[src/rtl/duplex_uart_pkg.sv]
package duplex_uart_pkg;

    localparam int DATA_W = 8;
    localparam int OVS    = 16;
    localparam int OVS_W  = $clog2(OVS);
    localparam int MID    = OVS / 2 - 1;

    typedef enum logic [1:0] {
        CS_INT_QUIET = 2'b00,
        CS_INT_DRIVE = 2'b01,
        CS_EXT_A     = 2'b10,
        CS_EXT_B     = 2'b11
    } clk_src_e;

    typedef enum logic [2:0] {
        PH_IDLE,
        PH_START,
        PH_DATA,
        PH_PARITY,
        PH_STOP1,
        PH_STOP2
    } phase_e;

    typedef struct packed {
        logic par_en;
        logic par_odd;
        logic two_stop;
    } frame_cfg_t;

    // Parity bit that gives the requested sense over data plus parity.
    function automatic logic par_bit(input logic [DATA_W-1:0] d, input logic odd);
        return (^d) ^ odd;
    endfunction

endpackage

[src/rtl/uart_tick_sel.sv]
module uart_tick_sel
    import duplex_uart_pkg::*;
#(
    parameter int SYNC_STAGES = 2
) (
    input  logic     clk,
    input  logic     rst,
    input  clk_src_e src,
    input  logic     tick_int,
    input  logic     sck_in,
    output logic     tick,
    output logic     sck_out,
    output logic     sck_oe
);
    logic [SYNC_STAGES-1:0] sync_q;
    logic                   sck_prev_q;
    logic [OVS_W-1:0]       div_q;
    logic                   ext_edge;

    always_ff @(posedge clk) begin
        if (rst) begin
            sync_q     <= '0;
            sck_prev_q <= 1'b0;
            div_q      <= '0;
        end else begin
            sync_q     <= {sync_q[SYNC_STAGES-2:0], sck_in};
            sck_prev_q <= sync_q[SYNC_STAGES-1];
            if (tick) div_q <= div_q + 1'b1;
        end
    end

    assign ext_edge = sync_q[SYNC_STAGES-1] & ~sck_prev_q;
    assign tick     = src[1] ? ext_edge : tick_int;
    assign sck_oe   = (src == CS_INT_DRIVE);
    assign sck_out  = sck_oe & ~div_q[OVS_W-1];
endmodule

[src/rtl/uart_tx.sv]
module uart_tx
    import duplex_uart_pkg::*;
#(
    parameter int DW = DATA_W
) (
    input  logic          clk,
    input  logic          rst,
    input  logic          tick,
    input  frame_cfg_t    cfg,
    input  logic          wr_en,
    input  logic [DW-1:0] wr_data,
    output logic          txd,
    output logic          tx_empty
);
    localparam int IDX_W = $clog2(DW);

    phase_e           st_q, nxt;
    logic [OVS_W-1:0] cnt_q;
    logic [IDX_W-1:0] idx_q;
    logic [DW-1:0]    sh_q, hold_q;
    logic             hold_full_q, par_q;
    logic             bit_end, load, last_bit;

    assign bit_end = tick && (cnt_q == OVS_W'(OVS - 1));

    always_comb begin
        nxt      = st_q;
        load     = 1'b0;
        last_bit = 1'b0;
        if (st_q == PH_IDLE) begin
            if (tick && hold_full_q) begin
                load = 1'b1;
                nxt  = PH_START;
            end
        end else if (bit_end) begin
            case (st_q)
                PH_START:  nxt = PH_DATA;
                PH_DATA:   if (idx_q == IDX_W'(DW - 1)) nxt = cfg.par_en ? PH_PARITY : PH_STOP1;
                PH_PARITY: nxt = PH_STOP1;
                PH_STOP1:  if (cfg.two_stop) nxt = PH_STOP2; else last_bit = 1'b1;
                default:   last_bit = 1'b1;
            endcase
            if (last_bit) begin
                load = hold_full_q;
                nxt  = hold_full_q ? PH_START : PH_IDLE;
            end
        end
    end

    always_ff @(posedge clk) begin
        if (rst) begin
            st_q        <= PH_IDLE;
            cnt_q       <= '0;
            idx_q       <= '0;
            sh_q        <= '0;
            hold_q      <= '0;
            hold_full_q <= 1'b0;
            par_q       <= 1'b0;
        end else begin
            st_q <= nxt;
            if (load) begin
                sh_q  <= hold_q;
                par_q <= par_bit(hold_q, cfg.par_odd);
                cnt_q <= '0;
                idx_q <= '0;
            end else if (tick && st_q != PH_IDLE) begin
                cnt_q <= cnt_q + 1'b1;
                if (bit_end && st_q == PH_DATA) begin
                    sh_q  <= sh_q >> 1;
                    idx_q <= idx_q + 1'b1;
                end
            end
            if (load) begin
                hold_full_q <= 1'b0;
            end else if (wr_en && !hold_full_q) begin
                hold_q      <= wr_data;
                hold_full_q <= 1'b1;
            end
        end
    end

    always_comb begin
        case (st_q)
            PH_START:  txd = 1'b0;
            PH_DATA:   txd = sh_q[0];
            PH_PARITY: txd = par_q;
            default:   txd = 1'b1;
        endcase
    end

    assign tx_empty = ~hold_full_q;
endmodule

[src/rtl/uart_rx.sv]
module uart_rx
    import duplex_uart_pkg::*;
#(
    parameter int DW = DATA_W
) (
    input  logic          clk,
    input  logic          rst,
    input  logic          tick,
    input  frame_cfg_t    cfg,
    input  logic          rxd,
    input  logic          rd_en,
    output logic [DW-1:0] rd_data,
    output logic          rx_full,
    output logic          parity_err,
    output logic          frame_err,
    output logic          overrun
);
    localparam int IDX_W = $clog2(DW);

    logic [1:0]       rs_q;
    logic             rx_s, samp, par_fail;
    phase_e           st_q;
    logic [OVS_W-1:0] cnt_q;
    logic [IDX_W-1:0] idx_q;
    logic [DW-1:0]    sh_q, buf_q;
    logic             pbit_q, full_q, pe_q, fe_q, ov_q;

    assign rx_s     = rs_q[1];
    assign samp     = tick && (cnt_q == OVS_W'(MID));
    assign par_fail = cfg.par_en && (((^sh_q) ^ pbit_q) != cfg.par_odd);

    always_ff @(posedge clk) begin
        if (rst) begin
            rs_q   <= 2'b11;
            st_q   <= PH_IDLE;
            cnt_q  <= '0;
            idx_q  <= '0;
            sh_q   <= '0;
            buf_q  <= '0;
            pbit_q <= 1'b0;
            full_q <= 1'b0;
            pe_q   <= 1'b0;
            fe_q   <= 1'b0;
            ov_q   <= 1'b0;
        end else begin
            rs_q <= {rs_q[0], rxd};
            if (rd_en) begin
                full_q <= 1'b0;
                pe_q   <= 1'b0;
                fe_q   <= 1'b0;
                ov_q   <= 1'b0;
            end
            if (st_q == PH_IDLE) begin
                if (tick && !rx_s) begin
                    st_q  <= PH_START;
                    cnt_q <= '0;
                end
            end else if (tick) begin
                cnt_q <= cnt_q + 1'b1;
                if (samp) begin
                    case (st_q)
                        PH_START: begin
                            if (rx_s) st_q <= PH_IDLE;
                            else begin
                                st_q  <= PH_DATA;
                                idx_q <= '0;
                            end
                        end
                        PH_DATA: begin
                            sh_q  <= {rx_s, sh_q[DW-1:1]};
                            idx_q <= idx_q + 1'b1;
                            if (idx_q == IDX_W'(DW - 1))
                                st_q <= cfg.par_en ? PH_PARITY : PH_STOP1;
                        end
                        PH_PARITY: begin
                            pbit_q <= rx_s;
                            st_q   <= PH_STOP1;
                        end
                        default: begin
                            st_q <= PH_IDLE;
                            if (full_q && !rd_en) begin
                                ov_q <= 1'b1;
                            end else begin
                                buf_q  <= sh_q;
                                full_q <= 1'b1;
                                pe_q   <= par_fail;
                                fe_q   <= ~rx_s;
                            end
                        end
                    endcase
                end
            end
        end
    end

    assign rd_data    = buf_q;
    assign rx_full    = full_q;
    assign parity_err = pe_q;
    assign frame_err  = fe_q;
    assign overrun    = ov_q;
endmodule

[src/rtl/duplex_uart.sv]
module duplex_uart
    import duplex_uart_pkg::*;
#(
    parameter int DW = DATA_W
) (
    input  logic          clk,
    input  logic          rst,
    input  logic [1:0]    clk_sel,
    input  logic          tick16_int,
    input  logic          par_en,
    input  logic          par_odd,
    input  logic          two_stop,
    input  logic          wr_en,
    input  logic [DW-1:0] wr_data,
    input  logic          rd_en,
    output logic [DW-1:0] rd_data,
    output logic          tx_empty,
    output logic          rx_full,
    output logic          parity_err,
    output logic          frame_err,
    output logic          overrun,
    output logic          txd,
    input  logic          rxd,
    input  logic          sck_in,
    output logic          sck_out,
    output logic          sck_oe
);
    frame_cfg_t cfg;
    logic       tick;

    assign cfg = '{par_en: par_en, par_odd: par_odd, two_stop: two_stop};

    uart_tick_sel #(.SYNC_STAGES(2)) u_tick (
        .clk      (clk),
        .rst      (rst),
        .src      (clk_src_e'(clk_sel)),
        .tick_int (tick16_int),
        .sck_in   (sck_in),
        .tick     (tick),
        .sck_out  (sck_out),
        .sck_oe   (sck_oe)
    );

    uart_tx #(.DW(DW)) u_tx (
        .clk      (clk),
        .rst      (rst),
        .tick     (tick),
        .cfg      (cfg),
        .wr_en    (wr_en),
        .wr_data  (wr_data),
        .txd      (txd),
        .tx_empty (tx_empty)
    );

    uart_rx #(.DW(DW)) u_rx (
        .clk        (clk),
        .rst        (rst),
        .tick       (tick),
        .cfg        (cfg),
        .rxd        (rxd),
        .rd_en      (rd_en),
        .rd_data    (rd_data),
        .rx_full    (rx_full),
        .parity_err (parity_err),
        .frame_err  (frame_err),
        .overrun    (overrun)
    );
endmodule

[config.mk]
export PLATFORM = sky130hd
export DESIGN_NAME = duplex_uart
export DESIGN_NICKNAME = d
export VERILOG_FILES = /design/src/rtl/duplex_uart_pkg.sv /design/src/rtl/uart_tick_sel.sv /design/src/rtl/uart_tx.sv /design/src/rtl/uart_rx.sv /design/src/rtl/duplex_uart.sv
export SDC_FILE = /design/constraint.sdc
export NUM_CORES = 1
export LEC_CHECK = 0
export BUFFER_PORTS_ARGS = -buffer_cell sky130_fd_sc_hd__clkbuf_2
export CAP_MARGIN = 20
export CORE_UTILIZATION = 26
export CTS_CLUSTER_DIAMETER = 30
export DETAILED_ROUTE_END_ITERATION = 10
export MAX_ROUTING_LAYER = met4
export PLACE_DENSITY = 0.51
export SYNTH_ARGS = -nofsm -noshare
export SYNTH_HDL_FRONTEND = slang
export SYNTH_SLANG_ARGS = --single-unit
export TNS_END_PERCENT = 1
[constraint.sdc]
create_clock -name clk -period 2.2 [get_ports clk]
set_input_delay 0.11 -clock clk [delete_from_list [all_inputs] [get_ports clk]]
set_output_delay 0.11 -clock clk [all_outputs]
set_load 0.05 [all_outputs]
# After elaboration in Yosys (flattened, before gate mapping)
# Cells that the tools add are included.
[op_classes] addsub=5 eq_ne=19 mux=58 n_bitwise=12 reduce_logical=37
[op_table] op="$mux W3" count=13
[op_table] op="$mux W1" count=33
[op_table] op="$mux W8" count=3
[op_table] op="$reduce_xor A8 Y1" count=2
[op_table] op="$reduce_and A5 Y1" count=3
[op_table] op="$add A4 B1 Y4 const B" count=3
[op_table] op="$eq A3 B2 Y1 const B" count=4
[op_table] op="$mux W4" count=3
[op_table] op="$pmux W3 S4" count=1
[op_table] op="$reduce_and A4 Y1" count=3
[op_table] op="$reduce_bool A2 Y1" count=6
[op_table] op="$eq A3 B3 Y1 const B" count=3
[op_table] op="$logic_and A1 B1 Y1" count=9
[op_table] op="$pmux W3 S3" count=1
[op_table] op="$not A1 Y1" count=8
[op_table] op="$reduce_and A2 Y1" count=4
[op_table] op="$add A3 B1 Y3 const B" count=2
[op_table] op="$eq A3 B1 Y1 const B" count=2
[op_table] op="$logic_not A3 Y1" count=2
[op_table] op="$ne A2 B2 Y1 const B" count=3
[op_table] op="$pmux W3 S2" count=1
[op_table] op="$reduce_bool A6 Y1" count=1
[op_table] op="$reduce_or A3 Y1" count=2
[op_table] op="$eq A4 B3 Y1 const B" count=1
[op_table] op="other kinds (14)" count=18
[word_totals] regBits=68 in_bits=20

# Logic depth before layout (Yosys ltp)
# Gate-level depths: netlist of the first run.
[logic_depth] ltp_word=11 depth_mapped=7 depth_no_buf=6

# Modules after synthesis
# Synthesis of the first run repeated with hierarchy kept, for this count alone.
[unflattened] cells_unflattened=335 area_unflattened_um2=3229.3
[by_module_without_submodules] mod="uart_rx" n_inst=1 cells_per_inst=160 area_per_inst_um2=1488.9 seq_area_each_um2=660.6
[by_module_without_submodules] mod="uart_tx" n_inst=1 cells_per_inst=144 area_per_inst_um2=1400.1 seq_area_each_um2=560.5
[by_module_without_submodules] mod="uart_tick_sel" n_inst=1 cells_per_inst=31 area_per_inst_um2=340.3 seq_area_each_um2=140.1

# Worst setup path after synthesis of the first run
# OpenSTA, ideal clock, no wires.
[synth_timing] path_type="register to register" from="register u_tx.st_q[2]" to="register u_tx.sh_q[0]" t_arrival_ns=1.668 setup_slack_ns=0.404 path_stages_with_launch=7 cell_sequence="dfxtp_1 -> buf_4 -> or3b_2 -> a211oi_2 -> mux2_2 -> mux2i_1 -> nor2_1"
[synth_between] elab_chain_cells=10 word_cells_on_any_way=19 classes_between="eq/ne (4); mux (7); reduce/logical (8)"
[synth_rtl] item="from (decl)" line="uart_tx.sv:17" text="phase_e st_q, nxt;"
[synth_rtl] item="from (signal assigned)" line="uart_tx.sv:60" text="st_q <= nxt;"
[synth_rtl] item="$eq A3 B1 Y1, or another cell as far along" line="uart_tx.sv:36" text="case (st_q)"
[synth_rtl] item="$reduce_or A3 Y1 (no line)"
[synth_rtl] item="$pmux W1 S2" line="uart_tx.sv:36"
[synth_rtl] item="$mux W1" line="uart_tx.sv:35" text="end else if (bit_end) begin"
[synth_rtl] item="$mux W1" line="uart_tx.sv:30" text="if (st_q == PH_IDLE) begin"
[synth_rtl] item="$mux W1" line="uart_tx.sv:43" text="if (last_bit) begin"
[synth_rtl] item="$mux W1" line="uart_tx.sv:35"
[synth_rtl] item="$mux W1" line="uart_tx.sv:30"
[synth_rtl] item="$reduce_bool A2 Y1 (no line)"
[synth_rtl] item="$reduce_and A2 Y1 (no line)"
[synth_rtl] item="to (signal assigned)" line="uart_tx.sv:62" text="sh_q <= hold_q;"
[synth_rtl] item="to (signal assigned)" line="uart_tx.sv:69" text="sh_q <= sh_q >> 1;"
[synth_rtl] item="to (decl)" line="uart_tx.sv:20" text="logic [DW-1:0] sh_q, hold_q;"
# Parallel ways exist; a longest one is shown, timed or not. The select of a mux whose other input is x is not followed.
# A chain may end at the register's enable or synchronous reset.

# Final worst setup path of the first run
[layout_timing] from="register u_tx.st_q[1]" to="register u_tx.sh_q[6]"
# Same word-level chain as after synthesis.

==> flow_summary.html, run 1 <==
<table>
<tr><th>Metric</th><th>Value</th></tr>
<tr><th colspan="2">Clocking</th></tr>
<tr><td>TritonCTS clock tree</td><td>yes</td></tr>
<tr><td>Deepest clock path buffer count</td><td>2</td></tr>
<tr><td>Sinks on the clock net</td><td>68</td></tr>
<tr><td>CTS buffer count</td><td>9</td></tr>
<tr><td>Hold Buf Count CTS</td><td>1</td></tr>
<tr><td>Clock insertion delay at the later pin of the skew report</td><td>between 300 and 400 ps</td></tr>
<tr><td>Clock root buffer</td><td>sky130_fd_sc_hd__clkbuf_16</td></tr>
<tr><td>Post-CTS setup buffer count</td><td>0</td></tr>
<tr><td>Clk slew on worst S/H paths</td><td>about 50 ps</td></tr>
<tr><td>Post-CTS Resized</td><td>0</td></tr>
<tr><td>H-tree depth reported by CTS</td><td>3</td></tr>
<tr><th colspan="2">Place</th></tr>
<tr><td>Placed inst area</td><td>0.00336 mm2</td></tr>
<tr><td>Count of input and output buffers</td><td>35</td></tr>
<tr><td>HPWL reported at the end of detailed placement</td><td>about 4600 um</td></tr>
<tr><td>Pre-CTS setup slack</td><td>roughly 260 ps</td></tr>
<tr><td>Global placer's final weighted congestion</td><td>0.782</td></tr>
<tr><th colspan="2">Cells and area</th></tr>
<tr><td>Relative area change from synthesis to final layout</td><td>21.4%</td></tr>
<tr><td>Top library cells by usage in the layout, fill and taps aside</td><td>sky130_fd_sc_hd__dfxtp_1 (68), sky130_fd_sc_hd__nor2_1 (53), sky130_fd_sc_hd__clkbuf_2 (35)</td></tr>
<tr><td>Final instance area</td><td>0.00370 mm2</td></tr>
<tr><td>Layout cells sized above 1</td><td>0.183</td></tr>
<tr><td>Leading cell type in the layout, fill and taps excluded</td><td>sky130_fd_sc_hd__dfxtp_1</td></tr>
<tr><td>Net total in the final layout</td><td>roughly 390</td></tr>
<tr><td>Inserted Diodes</td><td>0</td></tr>
<tr><th colspan="2">Floorplanning</th></tr>
<tr><td>Y dimension of the die</td><td>110 um</td></tr>
<tr><td>Area inside the core boundary</td><td>between 0.01 and 0.015 mm2</td></tr>
<tr><td>Die area</td><td>0.0122 mm2</td></tr>
<tr><td>Initial core utilization</td><td>0.267</td></tr>
<tr><td>Boundary pin count</td><td>36</td></tr>
<tr><td>Horizontal die dimension</td><td>~110 um</td></tr>
<tr><td>Number of cell rows</td><td>39</td></tr>
<tr><th colspan="2">STA</th></tr>
<tr><td>Minimum hold slack</td><td>~3.8 ps</td></tr>
<tr><td>Headroom to the max-slew limit</td><td>0.637</td></tr>
<tr><td>Final max-slew violation count</td><td>0</td></tr>
<tr><td>Endpoints failing setup</td><td>0</td></tr>
<tr><td>Setup repair after global routing missed its margin</td><td>no</td></tr>
<tr><td>Worst-case clock skew</td><td>between 5 and 6 ps</td></tr>
<tr><td>Final-report hold violation count</td><td>0</td></tr>
<tr><td>Setup ws final</td><td>252 ps</td></tr>
<tr><td>Achievable frequency</td><td>513 MHz</td></tr>
<tr><td>Total negative slack for setup checks</td><td>0 ps</td></tr>
<tr><td>Worst Tran Pin Value</td><td>around 530 ps</td></tr>
<tr><td>Post-route minimum period</td><td>1950 ps</td></tr>
<tr><td>Period Utilization, post-route</td><td>0.886</td></tr>
<tr><th colspan="2">Yosys</th></tr>
<tr><td>Yosys warns</td><td>0</td></tr>
<tr><td>Post-synthesis instance area</td><td>about 0.003 mm2</td></tr>
<tr><td>Synth Net Count</td><td>between 300 and 400</td></tr>
<tr><td>Commonest register cell after synthesis</td><td>sky130_fd_sc_hd__dfxtp_1</td></tr>
<tr><td>Number of unique standard cell types used by synthesis</td><td>43</td></tr>
<tr><td>EDFF count, synth</td><td>0</td></tr>
<tr><td>Async set or reset register ratio after synthesis</td><td>0</td></tr>
<tr><td>Cells after Synth</td><td>between 300 and 400</td></tr>
<tr><td>Post-synthesis sequential area ratio</td><td>0.446</td></tr>
<tr><td>Synthesis-stage register bit count</td><td>between 60 and 70</td></tr>
<tr><td>Syn Area/Cell</td><td>between 9 and 10 um2</td></tr>
<tr><th colspan="2">Worst setup path</th></tr>
<tr><td>Largest fanout of any net on the critical path</td><td>11</td></tr>
<tr><td>Data required time at the worst endpoint</td><td>about 2400 ps</td></tr>
<tr><td>Critical path arrival</td><td>2160 ps</td></tr>
<tr><td>Cell at the slowest stage of the critical path</td><td>sky130_fd_sc_hd__dfxtp_1</td></tr>
<tr><td>Longest individual stage delay on the worst path</td><td>around 520 ps</td></tr>
<tr><td>Worst Setup End Kind</td><td>flip-flop</td></tr>
<tr><td>Number of buffer and inverter stages on the critical path</td><td>1</td></tr>
<tr><td>Setup crit start</td><td>u_tx.st_q[1]</td></tr>
<tr><td>Top delay family on crit path</td><td>simple AND/OR/NAND/NOR gates</td></tr>
<tr><td>Startpoint of the most critical register-to-register path</td><td>u_tx.st_q[1]</td></tr>
<tr><td>Crit Path Category</td><td>reg2reg</td></tr>
<tr><td>Critical path startpoint category</td><td>flip-flop</td></tr>
<tr><td>Chain of cells forming the critical path</td><td>or3b_2, a211oi_2, buf_4, a41oi_1, nand2_1, a21oi_1</td></tr>
<tr><th colspan="2">Drt</th></tr>
<tr><td>DR DRC count</td><td>0</td></tr>
<tr><td>Routed Antenna Nets</td><td>0</td></tr>
<tr><td>Total wire length</td><td>6420 um</td></tr>
<tr><td>Vias after detailed routing</td><td>between 2000 and 2500</td></tr>
<tr><td>Routed wirelength normalized by instance count</td><td>between 10 and 15 um</td></tr>
<tr><td>Iteration-0 DRC Markers</td><td>103</td></tr>
<tr><td>Vias per cell</td><td>about 4.5</td></tr>
<tr><td>Number of iterations in the first detailed-routing pass</td><td>4</td></tr>
<tr><th colspan="2">Pwr</th></tr>
<tr><td>Sw Ratio</td><td>0.213</td></tr>
<tr><td>Sequential group share of total power</td><td>0.415</td></tr>
<tr><td>Cell-internal power</td><td>between 2 and 2.5 mW</td></tr>
<tr><td>Switching power total</td><td>around 0.66 mW</td></tr>
<tr><td>Cell leakage power</td><td>~1.5 nW</td></tr>
<tr><td>Tot Pwr</td><td>around 3.1 mW</td></tr>
<tr><td>Combinational Power Share</td><td>0.065</td></tr>
<tr><td>Share of power burned in the clock network</td><td>0.520</td></tr>
<tr><td>Peak supply drop</td><td>around 400 uV</td></tr>
<tr><td>Pwr Density</td><td>between 800 and 900 mW/mm2</td></tr>
<tr><th colspan="2">Global route</th></tr>
<tr><td>Global-route congestion overflow total</td><td>0</td></tr>
<tr><td>Largest net degree at the start of global routing</td><td>25</td></tr>
<tr><td>First-pass GRT wire length</td><td>~11000 um</td></tr>
<tr><td>Via count of the first global-routing pass</td><td>roughly 2300</td></tr>
<tr><td>Initial antenna violation count</td><td>0</td></tr>
<tr><td>Tot GR Track Use</td><td>0.122</td></tr>
<tr><th colspan="2">Min path</th></tr>
<tr><td>Hold path startpoint</td><td>sck_in</td></tr>
<tr><td>Type of the worst min-delay path</td><td>in2reg</td></tr>
<tr><th colspan="2">Outcome</th></tr>
<tr><td>Outcome</td><td>complete, no violations</td></tr>
<tr><th colspan="2">Run</th></tr>
<tr><td>Max-capacitance violation count</td><td>0</td></tr>
</table>
## registers in the layout, summed over array words and instances, names as in the netlist, 2 cells and up
register,cells
u_rx.cnt_q,4
u_rx.idx_q,3
u_rx.rd_data,8
u_rx.rs_q,2
u_rx.sh_q,8
u_rx.st_q,3
u_tick.div_q,4
u_tick.sync_q,2
u_tx.cnt_q,4
u_tx.hold_q,8
u_tx.idx_q,3
u_tx.sh_q,8
u_tx.st_q,3
## power groups by stage
stage / registers (mW) / clock network [mW] / logic (mW)
3_5_place_dp: 1.31 / 0 / 0.201
4_1_cts: 1.28 / 1.64 / 0.203
6_report: 1.28 / 1.60 / 0.200
2_1_floorplan: 1.30 / 0 / 0.153
5_1_grt: 1.28 / 1.70 / 0.225
3_3_place_gp: 1.31 / 0 / 0.199
## worst register-to-register path: stages, from the launching register on
cell                       delay (ps)
sky130_fd_sc_hd__dfxtp_1          520
sky130_fd_sc_hd__or3b_2           510
sky130_fd_sc_hd__a211oi_2         220
sky130_fd_sc_hd__buf_4            240
sky130_fd_sc_hd__a41oi_1          130
sky130_fd_sc_hd__nand2_1          150
sky130_fd_sc_hd__a21oi_1           70
## cell usage after synthesis (6+ instances only)
cell | count | area share
sky130_fd_sc_hd__a21oi_1 | 21 | 0.034
sky130_fd_sc_hd__a22oi_1 | 10 | 0.025
sky130_fd_sc_hd__clkbuf_1 | 8 | 0.0098
sky130_fd_sc_hd__dfxtp_1 | 68 | 0.45
sky130_fd_sc_hd__ha_1 | 7 | 0.029
sky130_fd_sc_hd__mux2i_1 | 32 | 0.10
sky130_fd_sc_hd__nand2_1 | 27 | 0.033
sky130_fd_sc_hd__nor2_1 | 53 | 0.065
sky130_fd_sc_hd__nor2b_1 | 10 | 0.021
sky130_fd_sc_hd__nor3_1 | 6 | 0.0098
sky130_fd_sc_hd__o21ai_0 | 10 | 0.016
sky130_fd_sc_hd__xnor2_1 | 15 | 0.043
sky130_fd_sc_hd__xor2_1 | 7 | 0.020
## metal layers
layer	global-route usage	part of all wire	wire length, um
met5	-	0	0
met4	0.0648	0.022	140
met3	0.0341	0.038	246
met2	0.174	0.44	2810
met1	0.155	0.50	3230
## final cells by class
type                       instances  area (um2)
sequential                        68        1360
timing repair buffer              43         238
clock buffer                      12         267
tap                              143         179
inverter                           4        15.0
fill                            1237        7710
multi-input combinational        241        1570
clock inverter                     4        70.1
## cell families after synthesis
family | after synthesis | synth area share
flip-flops | 68 | 0.446
AO/OA/AOI/OAI | 53 | 0.109
buffers and inverters | 21 | 0.0381
AND/OR/NAND/NOR | 124 | 0.195
adder cells (fa/ha/maj) | 7 | 0.0287
XOR/XNOR | 23 | 0.0705
multiplexers | 34 | 0.112
## path summary, 6_finish.rpt
kind | cells past startpoint | slack [ps] | end
setup / recovery | 6 | 250 | u_tx.sh_q[6]
hold reg to reg | 1 | 420 | u_rx.rs_q[1]
setup reg to reg | 6 | 250 | u_tx.sh_q[6]
hold / removal | 2 | 4 | u_tick.sync_q[0]
## through the flow
step,std cells,util
CTS,515,0.324
floorplan,330,-
detailed placement,498,0.294
global placement,498,0.294
finish,515,0.324
global route,515,0.324
No activity file was read; power rests on OpenSTA's default activity.
==> inputs of run 2 (changes only) <==
--- a/config.mk
+++ b/config.mk
@@ -7,6 +7,7 @@
 export LEC_CHECK = 0
 export BUFFER_PORTS_ARGS = -buffer_cell sky130_fd_sc_hd__clkbuf_2
 export CAP_MARGIN = 20
+export CORE_MARGIN = 2
 export CORE_UTILIZATION = 26
 export CTS_CLUSTER_DIAMETER = 30
 export DETAILED_ROUTE_END_ITERATION = 10
==> constraint.sdc (replaced) <==
create_clock -name clk -period 2.39 [get_ports clk]
set_input_delay 0.1195 -clock clk [delete_from_list [all_inputs] [get_ports clk]]
set_output_delay 0.1195 -clock clk [all_outputs]
set_load 0.05 [all_outputs]
==> run 2 against run 1 <==
Critical path depth down 1. Count of clock-buffer cells in the layout increased by 2. Non-clock buffer count unchanged. Worst setup slack improved by 190 ps. Global-route usage fell by 1.0 points. Routed wire length fell by 1.9%. Worst hold slack improved by 17 ps. Via count is 0.56% higher. Die area up 3.7%. Fmax hardly changed. Highest routed layer unchanged.
==> flow_summary.html, run 2 (synthesized netlist as in run 1, its figures left out) <==
<table>
<tr><th>Metric</th><th>Value</th></tr>
<tr><th colspan="2">Worst setup path</th></tr>
<tr><td>Number of buffer and inverter stages on the critical path</td><td>0</td></tr>
<tr><td>Largest fanout of any net on the critical path</td><td>11</td></tr>
<tr><td>Crit Path Category</td><td>reg2reg</td></tr>
<tr><td>Critical path startpoint category</td><td>flip-flop</td></tr>
<tr><td>Chain of cells forming the critical path</td><td>nor3_4, mux2_2, a2111oi_0, a22oi_1, nor2_1</td></tr>
<tr><td>Longest individual stage delay on the worst path</td><td>between 500 and 600 ps</td></tr>
<tr><td>Cell at the slowest stage of the critical path</td><td>sky130_fd_sc_hd__a2111oi_0</td></tr>
<tr><td>Data required time at the worst endpoint</td><td>~2700 ps</td></tr>
<tr><td>Worst Setup End Kind</td><td>flip-flop</td></tr>
<tr><td>Critical path arrival</td><td>approximately 2200 ps</td></tr>
<tr><td>Top delay family on crit path</td><td>compound AO/OA/AOI/OAI gates</td></tr>
<tr><th colspan="2">STA</th></tr>
<tr><td>Final max-slew violation count</td><td>0</td></tr>
<tr><td>Endpoints failing setup</td><td>0</td></tr>
<tr><td>Setup repair after global routing missed its margin</td><td>no</td></tr>
<tr><td>Worst Tran Pin Value</td><td>about 690 ps</td></tr>
<tr><td>Achievable frequency</td><td>around 500 MHz</td></tr>
<tr><td>Worst-case clock skew</td><td>between 4 and 5 ps</td></tr>
<tr><td>Headroom to the max-slew limit</td><td>0.527</td></tr>
<tr><td>Post-route minimum period</td><td>between 1500 and 2000 ps</td></tr>
<tr><td>Final-report hold violation count</td><td>0</td></tr>
<tr><td>Period Utilization, post-route</td><td>0.816</td></tr>
<tr><td>Total negative slack for setup checks</td><td>0 ps</td></tr>
<tr><th colspan="2">Place</th></tr>
<tr><td>Count of input and output buffers</td><td>35</td></tr>
<tr><td>Global placer's final weighted congestion</td><td>~0.77</td></tr>
<tr><td>Placed Cells</td><td>roughly 500</td></tr>
<tr><td>HPWL reported at the end of detailed placement</td><td>between 4000 and 5000 um</td></tr>
<tr><th colspan="2">Drt</th></tr>
<tr><td>Total wire length</td><td>approximately 6300 um</td></tr>
<tr><td>Routed Antenna Nets</td><td>0</td></tr>
<tr><td>Vias after detailed routing</td><td>2342</td></tr>
<tr><td>Vias per cell</td><td>4.56</td></tr>
<tr><td>Routed wirelength normalized by instance count</td><td>around 12 um</td></tr>
<tr><td>Iteration-0 DRC Markers</td><td>between 70 and 80</td></tr>
<tr><td>Number of iterations in the first detailed-routing pass</td><td>4</td></tr>
<tr><td>DR DRC count</td><td>0</td></tr>
<tr><th colspan="2">Clocking</th></tr>
<tr><td>CTS buffer count</td><td>9</td></tr>
<tr><td>Clk slew on worst S/H paths</td><td>50 ps</td></tr>
<tr><td>TritonCTS clock tree</td><td>yes</td></tr>
<tr><td>Post-CTS setup buffer count</td><td>0</td></tr>
<tr><td>Clock insertion delay at the later pin of the skew report</td><td>approximately 320 ps</td></tr>
<tr><td>Sinks on the clock net</td><td>68</td></tr>
<tr><td>Clock root buffer</td><td>sky130_fd_sc_hd__clkbuf_16</td></tr>
<tr><td>Deepest clock path buffer count</td><td>2</td></tr>
<tr><td>H-tree depth reported by CTS</td><td>3</td></tr>
<tr><th colspan="2">Global route</th></tr>
<tr><td>Met2 layer usage reported by global route</td><td>0.156</td></tr>
<tr><td>Global-route congestion overflow total</td><td>0</td></tr>
<tr><td>Met3 GRT Util</td><td>0.0270</td></tr>
<tr><td>Layer carrying the most global-route usage</td><td>met2</td></tr>
<tr><td>Via count of the first global-routing pass</td><td>2200</td></tr>
<tr><td>Tot GR Track Use</td><td>0.112</td></tr>
<tr><td>Met1 Usage GRT</td><td>0.151</td></tr>
<tr><td>First-pass GRT wire length</td><td>10800 um</td></tr>
<tr><td>Initial antenna violation count</td><td>0</td></tr>
<tr><td>Largest net degree at the start of global routing</td><td>26</td></tr>
<tr><th colspan="2">Cells and area</th></tr>
<tr><td>Final non-filler cell total</td><td>514</td></tr>
<tr><td>Inserted Diodes</td><td>0</td></tr>
<tr><td>Leading cell type in the layout, fill and taps excluded</td><td>sky130_fd_sc_hd__dfxtp_1</td></tr>
<tr><td>Layout cells sized above 1</td><td>0.173</td></tr>
<tr><td>Fill cell total of the finished layout</td><td>~1300</td></tr>
<tr><td>Combined flip-flop and latch cell area</td><td>0.00136 mm2</td></tr>
<tr><td>Relative area change from synthesis to final layout</td><td>20.4%</td></tr>
<tr><td>Top library cells by usage in the layout, fill and taps aside</td><td>sky130_fd_sc_hd__dfxtp_1 (68), sky130_fd_sc_hd__nor2_1 (53), sky130_fd_sc_hd__clkbuf_2 (35)</td></tr>
<tr><td>Net total in the final layout</td><td>roughly 390</td></tr>
<tr><td>Area of combinational cells with multiple inputs</td><td>approximately 0.0016 mm2</td></tr>
<tr><td>Share of the core filled with cells in the final layout</td><td>0.322</td></tr>
<tr><th colspan="2">Min path</th></tr>
<tr><td>Type of the worst min-delay path</td><td>in2reg</td></tr>
<tr><th colspan="2">Pwr</th></tr>
<tr><td>Sw Ratio</td><td>0.214</td></tr>
<tr><td>Switching power total</td><td>0.579 mW</td></tr>
<tr><td>Combinational Power Share</td><td>0.068</td></tr>
<tr><td>Peak supply drop</td><td>approximately 370 uV</td></tr>
<tr><td>Cell-internal power</td><td>~2.1 mW</td></tr>
<tr><td>Pwr Density</td><td>approximately 740 mW/mm2</td></tr>
<tr><td>Cell leakage power</td><td>1.47 nW</td></tr>
<tr><td>Share of power burned in the clock network</td><td>0.496</td></tr>
<tr><td>Sequential group share of total power</td><td>0.436</td></tr>
<tr><th colspan="2">Floorplanning</th></tr>
<tr><td>Boundary pin count</td><td>36</td></tr>
<tr><td>Horizontal die dimension</td><td>between 100 and 150 um</td></tr>
<tr><td>Area inside the core boundary</td><td>roughly 0.011 mm2</td></tr>
<tr><td>Die area</td><td>between 0.01 and 0.015 mm2</td></tr>
<tr><td>Initial core utilization</td><td>0.267</td></tr>
<tr><td>Number of cell rows</td><td>39</td></tr>
<tr><td>Y dimension of the die</td><td>112 um</td></tr>
<tr><th colspan="2">Run</th></tr>
<tr><td>Max-capacitance violation count</td><td>0</td></tr>
<tr><th colspan="2">Outcome</th></tr>
<tr><td>Outcome</td><td>complete, no violations</td></tr>
</table>
run 2: changes by cell type in the layout (fill, tap and decap cells not counted):
| cell | delta |
|---|---|
| sky130_fd_sc_hd__clkbuf_1 | +2 |
| sky130_fd_sc_hd__clkinv_2 | -2 |
| sky130_fd_sc_hd__bufinv_16 | -1 |
| sky130_fd_sc_hd__dlygate4sd3_1 | +1 |
| sky130_fd_sc_hd__buf_4 | -1 |
run 2: routing by layer:
| metal | routed length (um) | up-vias | part of all wire |
|---|---|---|---|
| met1 | 3250 | 1085 | 0.52 |
| met4 | 108 | 0 | 0.017 |
| met2 | 2720 | 34 | 0.43 |
| met5 | 0 | - | 0 |
| met3 | 214 | 9 | 0.034 |
| li1 | - | 1214 | - |
run 2: cell type report:
type,instances,area share
Clock buffer,14,0.0746
Clock inverter,1,0.00817
Inverter,4,0.00409
Multi-Input combinational cell,241,0.428
Sequential cell,68,0.371
Tap cell,143,0.0487
Timing Repair Buffer,43,0.0654
run 2: through the flow:
step | hold WS, ps | total power [mW] | instance area [um2] | worst slack, ps
after global routing | 43.8 | 2.84 | 3670 | 310
after floorplan | 199 | 1.33 | 3050 | 594
after global placement | 320 | 1.38 | 3350 | 490
after detailed placement | 305 | 1.39 | 3350 | 455
after CTS | 20.9 | 2.74 | 3670 | 427
final | 20.3 | 2.70 | 3670 | 440
run 2: timing repair:
action                    4_1_cts  5_1_grt
resized for setup               0        0
hold endpoints to repair        2        0
hold buffers                    2        0
run 2: worst register-to-register path: stages (launching register included):
cell                        delay, ps
sky130_fd_sc_hd__dfxtp_1          420
sky130_fd_sc_hd__nor3_4           290
sky130_fd_sc_hd__mux2_2           360
sky130_fd_sc_hd__a2111oi_0        560
sky130_fd_sc_hd__a22oi_1          150
sky130_fd_sc_hd__nor2_1           110
run 2: final timing paths:
path	cells past startpoint	end	start	slack (ps)
worst max-delay path	5	u_tx.st_q[2]	u_tx.st_q[2]	440
worst max register to register	5	u_tx.st_q[2]	u_tx.st_q[2]	440
worst min-delay path	3	u_tx.hold_full_q	wr_en	20
worst min register to register	1	u_rx.rs_q[1]	u_rx.rs_q[0]	430
run 2: power by group through the flow:
stage          Sequential [mW]  Clock (mW)  Combinational [mW]
2_1_floorplan             1.19           0               0.141
3_3_place_gp              1.20           0               0.182
3_5_place_dp              1.20           0               0.184
4_1_cts                   1.18        1.37               0.187
5_1_grt                   1.18        1.45               0.204
6_report                  1.18        1.34               0.184
==> inputs of run 3 (changes only) <==
==> constraint.sdc (replaced) <==
create_clock -name clk -period 1.82 [get_ports clk]
set_input_delay 0.091 -clock clk [delete_from_list [all_inputs] [get_ports clk]]
set_output_delay 0.091 -clock clk [all_outputs]
set_load 0.05 [all_outputs]
==> run 3 against run 2 <==
Global-route usage increased by 0.30 points. Flip-flop and latch count stayed put. Register-to-register slack lost 420 ps. Die area unchanged. Worst hold slack lost 17 ps. Clock skew rose by 2.9 ps. Final cell count rose by 3.5%. Via count is 4.5% higher. Non-clock buffer count up 17. Design area up 4.8%. Count of clock-buffer cells in the layout fell by 4. First-iteration DRC count rose by 15%.
==> flow_summary.html, run 3 (synthesized netlist as in run 1, its figures left out) <==
<table>
<tr><th>Metric</th><th>Value</th></tr>
<tr><th colspan="2">Global route</th></tr>
<tr><td>Tot GR Track Use</td><td>0.115</td></tr>
<tr><td>Largest net degree at the start of global routing</td><td>30</td></tr>
<tr><td>First-pass GRT wire length</td><td>11300 um</td></tr>
<tr><td>Initial antenna violation count</td><td>0</td></tr>
<tr><td>Via count of the first global-routing pass</td><td>roughly 2400</td></tr>
<tr><td>Global-route congestion overflow total</td><td>0</td></tr>
<tr><th colspan="2">Cells and area</th></tr>
<tr><td>Share of the core filled with cells in the final layout</td><td>0.337</td></tr>
<tr><td>Inserted Diodes</td><td>0</td></tr>
<tr><td>Layout cells sized above 1</td><td>0.203</td></tr>
<tr><td>Relative area change from synthesis to final layout</td><td>26.1%</td></tr>
<tr><td>Final non-filler cell total</td><td>532</td></tr>
<tr><td>Net total in the final layout</td><td>~410</td></tr>
<tr><td>Top library cells by usage in the layout, fill and taps aside</td><td>sky130_fd_sc_hd__dfxtp_1 (68), sky130_fd_sc_hd__nor2_1 (53), sky130_fd_sc_hd__clkbuf_2 (35)</td></tr>
<tr><td>Final instance area</td><td>between 0.003 and 0.004 mm2</td></tr>
<tr><td>Leading cell type in the layout, fill and taps excluded</td><td>sky130_fd_sc_hd__dfxtp_1</td></tr>
<tr><th colspan="2">STA</th></tr>
<tr><td>Worst Tran Pin Value</td><td>a little over 500 ps</td></tr>
<tr><td>Endpoints failing setup</td><td>0</td></tr>
<tr><td>Setup repair after global routing missed its margin</td><td>yes</td></tr>
<tr><td>Final-report hold violation count</td><td>0</td></tr>
<tr><td>Headroom to the max-slew limit</td><td>0.661</td></tr>
<tr><td>Worst-case clock skew</td><td>between 7 and 8 ps</td></tr>
<tr><td>Final max-slew violation count</td><td>0</td></tr>
<tr><td>Achievable frequency</td><td>approximately 560 MHz</td></tr>
<tr><td>Period Utilization, post-route</td><td>0.988</td></tr>
<tr><td>Post-route minimum period</td><td>~1800 ps</td></tr>
<tr><td>Minimum hold slack</td><td>approximately 2.9 ps</td></tr>
<tr><th colspan="2">Clocking</th></tr>
<tr><td>Clock root buffer</td><td>sky130_fd_sc_hd__clkbuf_16</td></tr>
<tr><td>Clock insertion delay at the later pin of the skew report</td><td>~330 ps</td></tr>
<tr><td>Clk slew on worst S/H paths</td><td>around 50 ps</td></tr>
<tr><td>Deepest clock path buffer count</td><td>2</td></tr>
<tr><td>TritonCTS clock tree</td><td>yes</td></tr>
<tr><td>Post-CTS setup buffer count</td><td>0</td></tr>
<tr><td>H-tree depth reported by CTS</td><td>3</td></tr>
<tr><td>Sinks on the clock net</td><td>about 70</td></tr>
<tr><td>CTS buffer count</td><td>9</td></tr>
<tr><th colspan="2">Min path</th></tr>
<tr><td>WHS Endpoint</td><td>u_tx.hold_q[7]</td></tr>
<tr><td>Hold path startpoint</td><td>wr_data[7]</td></tr>
<tr><td>Depth of the worst hold-timing path</td><td>3</td></tr>
<tr><td>Type of the worst min-delay path</td><td>in2reg</td></tr>
<tr><th colspan="2">Worst setup path</th></tr>
<tr><td>Crit Path Category</td><td>reg2reg</td></tr>
<tr><td>Critical path startpoint category</td><td>flip-flop</td></tr>
<tr><td>Reg2Reg Depth</td><td>5</td></tr>
<tr><td>Startpoint of the most critical register-to-register path</td><td>u_tx.st_q[1]</td></tr>
<tr><td>Critical path arrival</td><td>~2000 ps</td></tr>
<tr><td>Flop2flop setup slack</td><td>between 20 and 25 ps</td></tr>
<tr><td>Largest fanout of any net on the critical path</td><td>4</td></tr>
<tr><td>Critical register-to-register path endpoint</td><td>u_tx.sh_q[0]</td></tr>
<tr><td>Data required time at the worst endpoint</td><td>2040 ps</td></tr>
<tr><td>Worst Setup End Kind</td><td>flip-flop</td></tr>
<tr><th colspan="2">Place</th></tr>
<tr><td>Placed inst area</td><td>0.00343 mm2</td></tr>
<tr><td>HPWL reported at the end of detailed placement</td><td>4730 um</td></tr>
<tr><td>Global placer's final weighted congestion</td><td>around 0.78</td></tr>
<tr><td>Placed Cells</td><td>508</td></tr>
<tr><td>Count of input and output buffers</td><td>35</td></tr>
<tr><th colspan="2">Floorplanning</th></tr>
<tr><td>Y dimension of the die</td><td>roughly 110 um</td></tr>
<tr><td>Number of cell rows</td><td>39</td></tr>
<tr><td>Die area</td><td>0.0126 mm2</td></tr>
<tr><td>Area inside the core boundary</td><td>0.0114 mm2</td></tr>
<tr><td>Boundary pin count</td><td>36</td></tr>
<tr><td>Initial core utilization</td><td>0.267</td></tr>
<tr><td>Horizontal die dimension</td><td>112 um</td></tr>
<tr><th colspan="2">Pwr</th></tr>
<tr><td>Peak supply drop</td><td>317 uV</td></tr>
<tr><td>Cell leakage power</td><td>1.56 nW</td></tr>
<tr><td>Tot Pwr</td><td>3.68 mW</td></tr>
<tr><td>Pwr Density</td><td>957 mW/mm2</td></tr>
<tr><th colspan="2">Outcome</th></tr>
<tr><td>Outcome</td><td>complete, no violations</td></tr>
<tr><th colspan="2">Drt</th></tr>
<tr><td>Routed Antenna Nets</td><td>0</td></tr>
<tr><td>Iteration-0 DRC Markers</td><td>between 80 and 90</td></tr>
<tr><td>Total wire length</td><td>about 6500 um</td></tr>
<tr><td>Routed wirelength normalized by instance count</td><td>between 10 and 15 um</td></tr>
<tr><td>DR DRC count</td><td>0</td></tr>
<tr><td>Number of iterations in the first detailed-routing pass</td><td>4</td></tr>
<tr><td>Vias per cell</td><td>4.60</td></tr>
<tr><td>Vias after detailed routing</td><td>between 2000 and 2500</td></tr>
<tr><th colspan="2">Run</th></tr>
<tr><td>Max-capacitance violation count</td><td>0</td></tr>
</table>
==> run 3: cell count changes in the layout (fill, tap and decap cells not counted), moves of 2 or more <==
cell,previous run,this run
sky130_fd_sc_hd__buf_4,6,16
sky130_fd_sc_hd__clkinvlp_4,0,3
sky130_fd_sc_hd__clkbuf_8,3,1
sky130_fd_sc_hd__clkbuf_1,2,0
sky130_fd_sc_hd__dlygate4sd3_1,2,8
==> run 3: layout make-up <==
class / instances / area [um2]
Sequential cell: 68 / 1360
Tap cell: 143 / 179
Multi-Input combinational cell: 241 / 1580
Timing Repair Buffer: 60 / 387
Clock inverter: 6 / 87.6
Clock buffer: 10 / 239
Fill cell: 1212 / 7570
Inverter: 4 / 15.0
==> run 3: stage by stage <==
| stage | TNS, ps | setup slack, ps |
|---|---|---|
| 2_1_floorplan | 0 | 24.2 |
| 3_3_place_gp | -45.9 | -28.6 |
| 3_5_place_dp | -85.4 | -47.0 |
| 4_1_cts | 0 | 32.3 |
| 5_1_grt | -351 | -87.3 |
| 6_report | 0 | 22.7 |
==> run 3: report_power, final <==
part | total, mW | switching (mW) | leakage (nW) | internal (mW)
logic | 0.268 | 0.145 | 0.854 | 0.124
registers | 1.54 | 0.0246 | 0.551 | 1.52
clock network | 1.87 | 0.641 | 0.151 | 1.23
total | 3.68 | 0.810 | 1.55 | 2.87
==> run 3: layer usage <==
metal	global-route usage	wire length [um]
met1	0.140	3170
met2	0.177	3030
met3	0.0319	262
met4	0.0512	59
met5	-	0
==> run 3: how the worst max path moves through the flow <==
| stage | start | end | slack, ps | cells past startpoint |
|---|---|---|---|---|
| 2_1_floorplan | u_tx.st_q[2] | u_tx.sh_q[0] | 20 | 6 |
| 3_3_place_gp | u_tx.st_q[1] | u_tx.st_q[2] | -30 | 6 |
| 3_5_place_dp | u_tx.st_q[1] | u_tx.st_q[2] | -50 | 6 |
| 4_1_cts | u_tx.st_q[1] | u_tx.sh_q[0] | 30 | 5 |
| 5_1_grt | u_tx.st_q[1] | u_tx.sh_q[0] | -90 | 5 |
| 6_report | u_tx.st_q[1] | u_tx.sh_q[0] | 20 | 5 |
==> run 3: timing repair <==
action                                  in CTS  in global routing
endpoints found under the setup margin       2                 21
gates cloned                                 0                  0
hold endpoints to repair                     8                  0
pin swaps                                    0                  2
resized for setup                            1                  3
hold buffers                                 8                  0
==> run 3: critical path, cell delays in order (launching register included) <==
cell and delay [ps]:
sky130_fd_sc_hd__dfxtp_1 360, sky130_fd_sc_hd__or3b_2 480, sky130_fd_sc_hd__a211oi_2 300, sky130_fd_sc_hd__mux2_2 370, sky130_fd_sc_hd__mux2i_1 120, sky130_fd_sc_hd__nor2_1 50
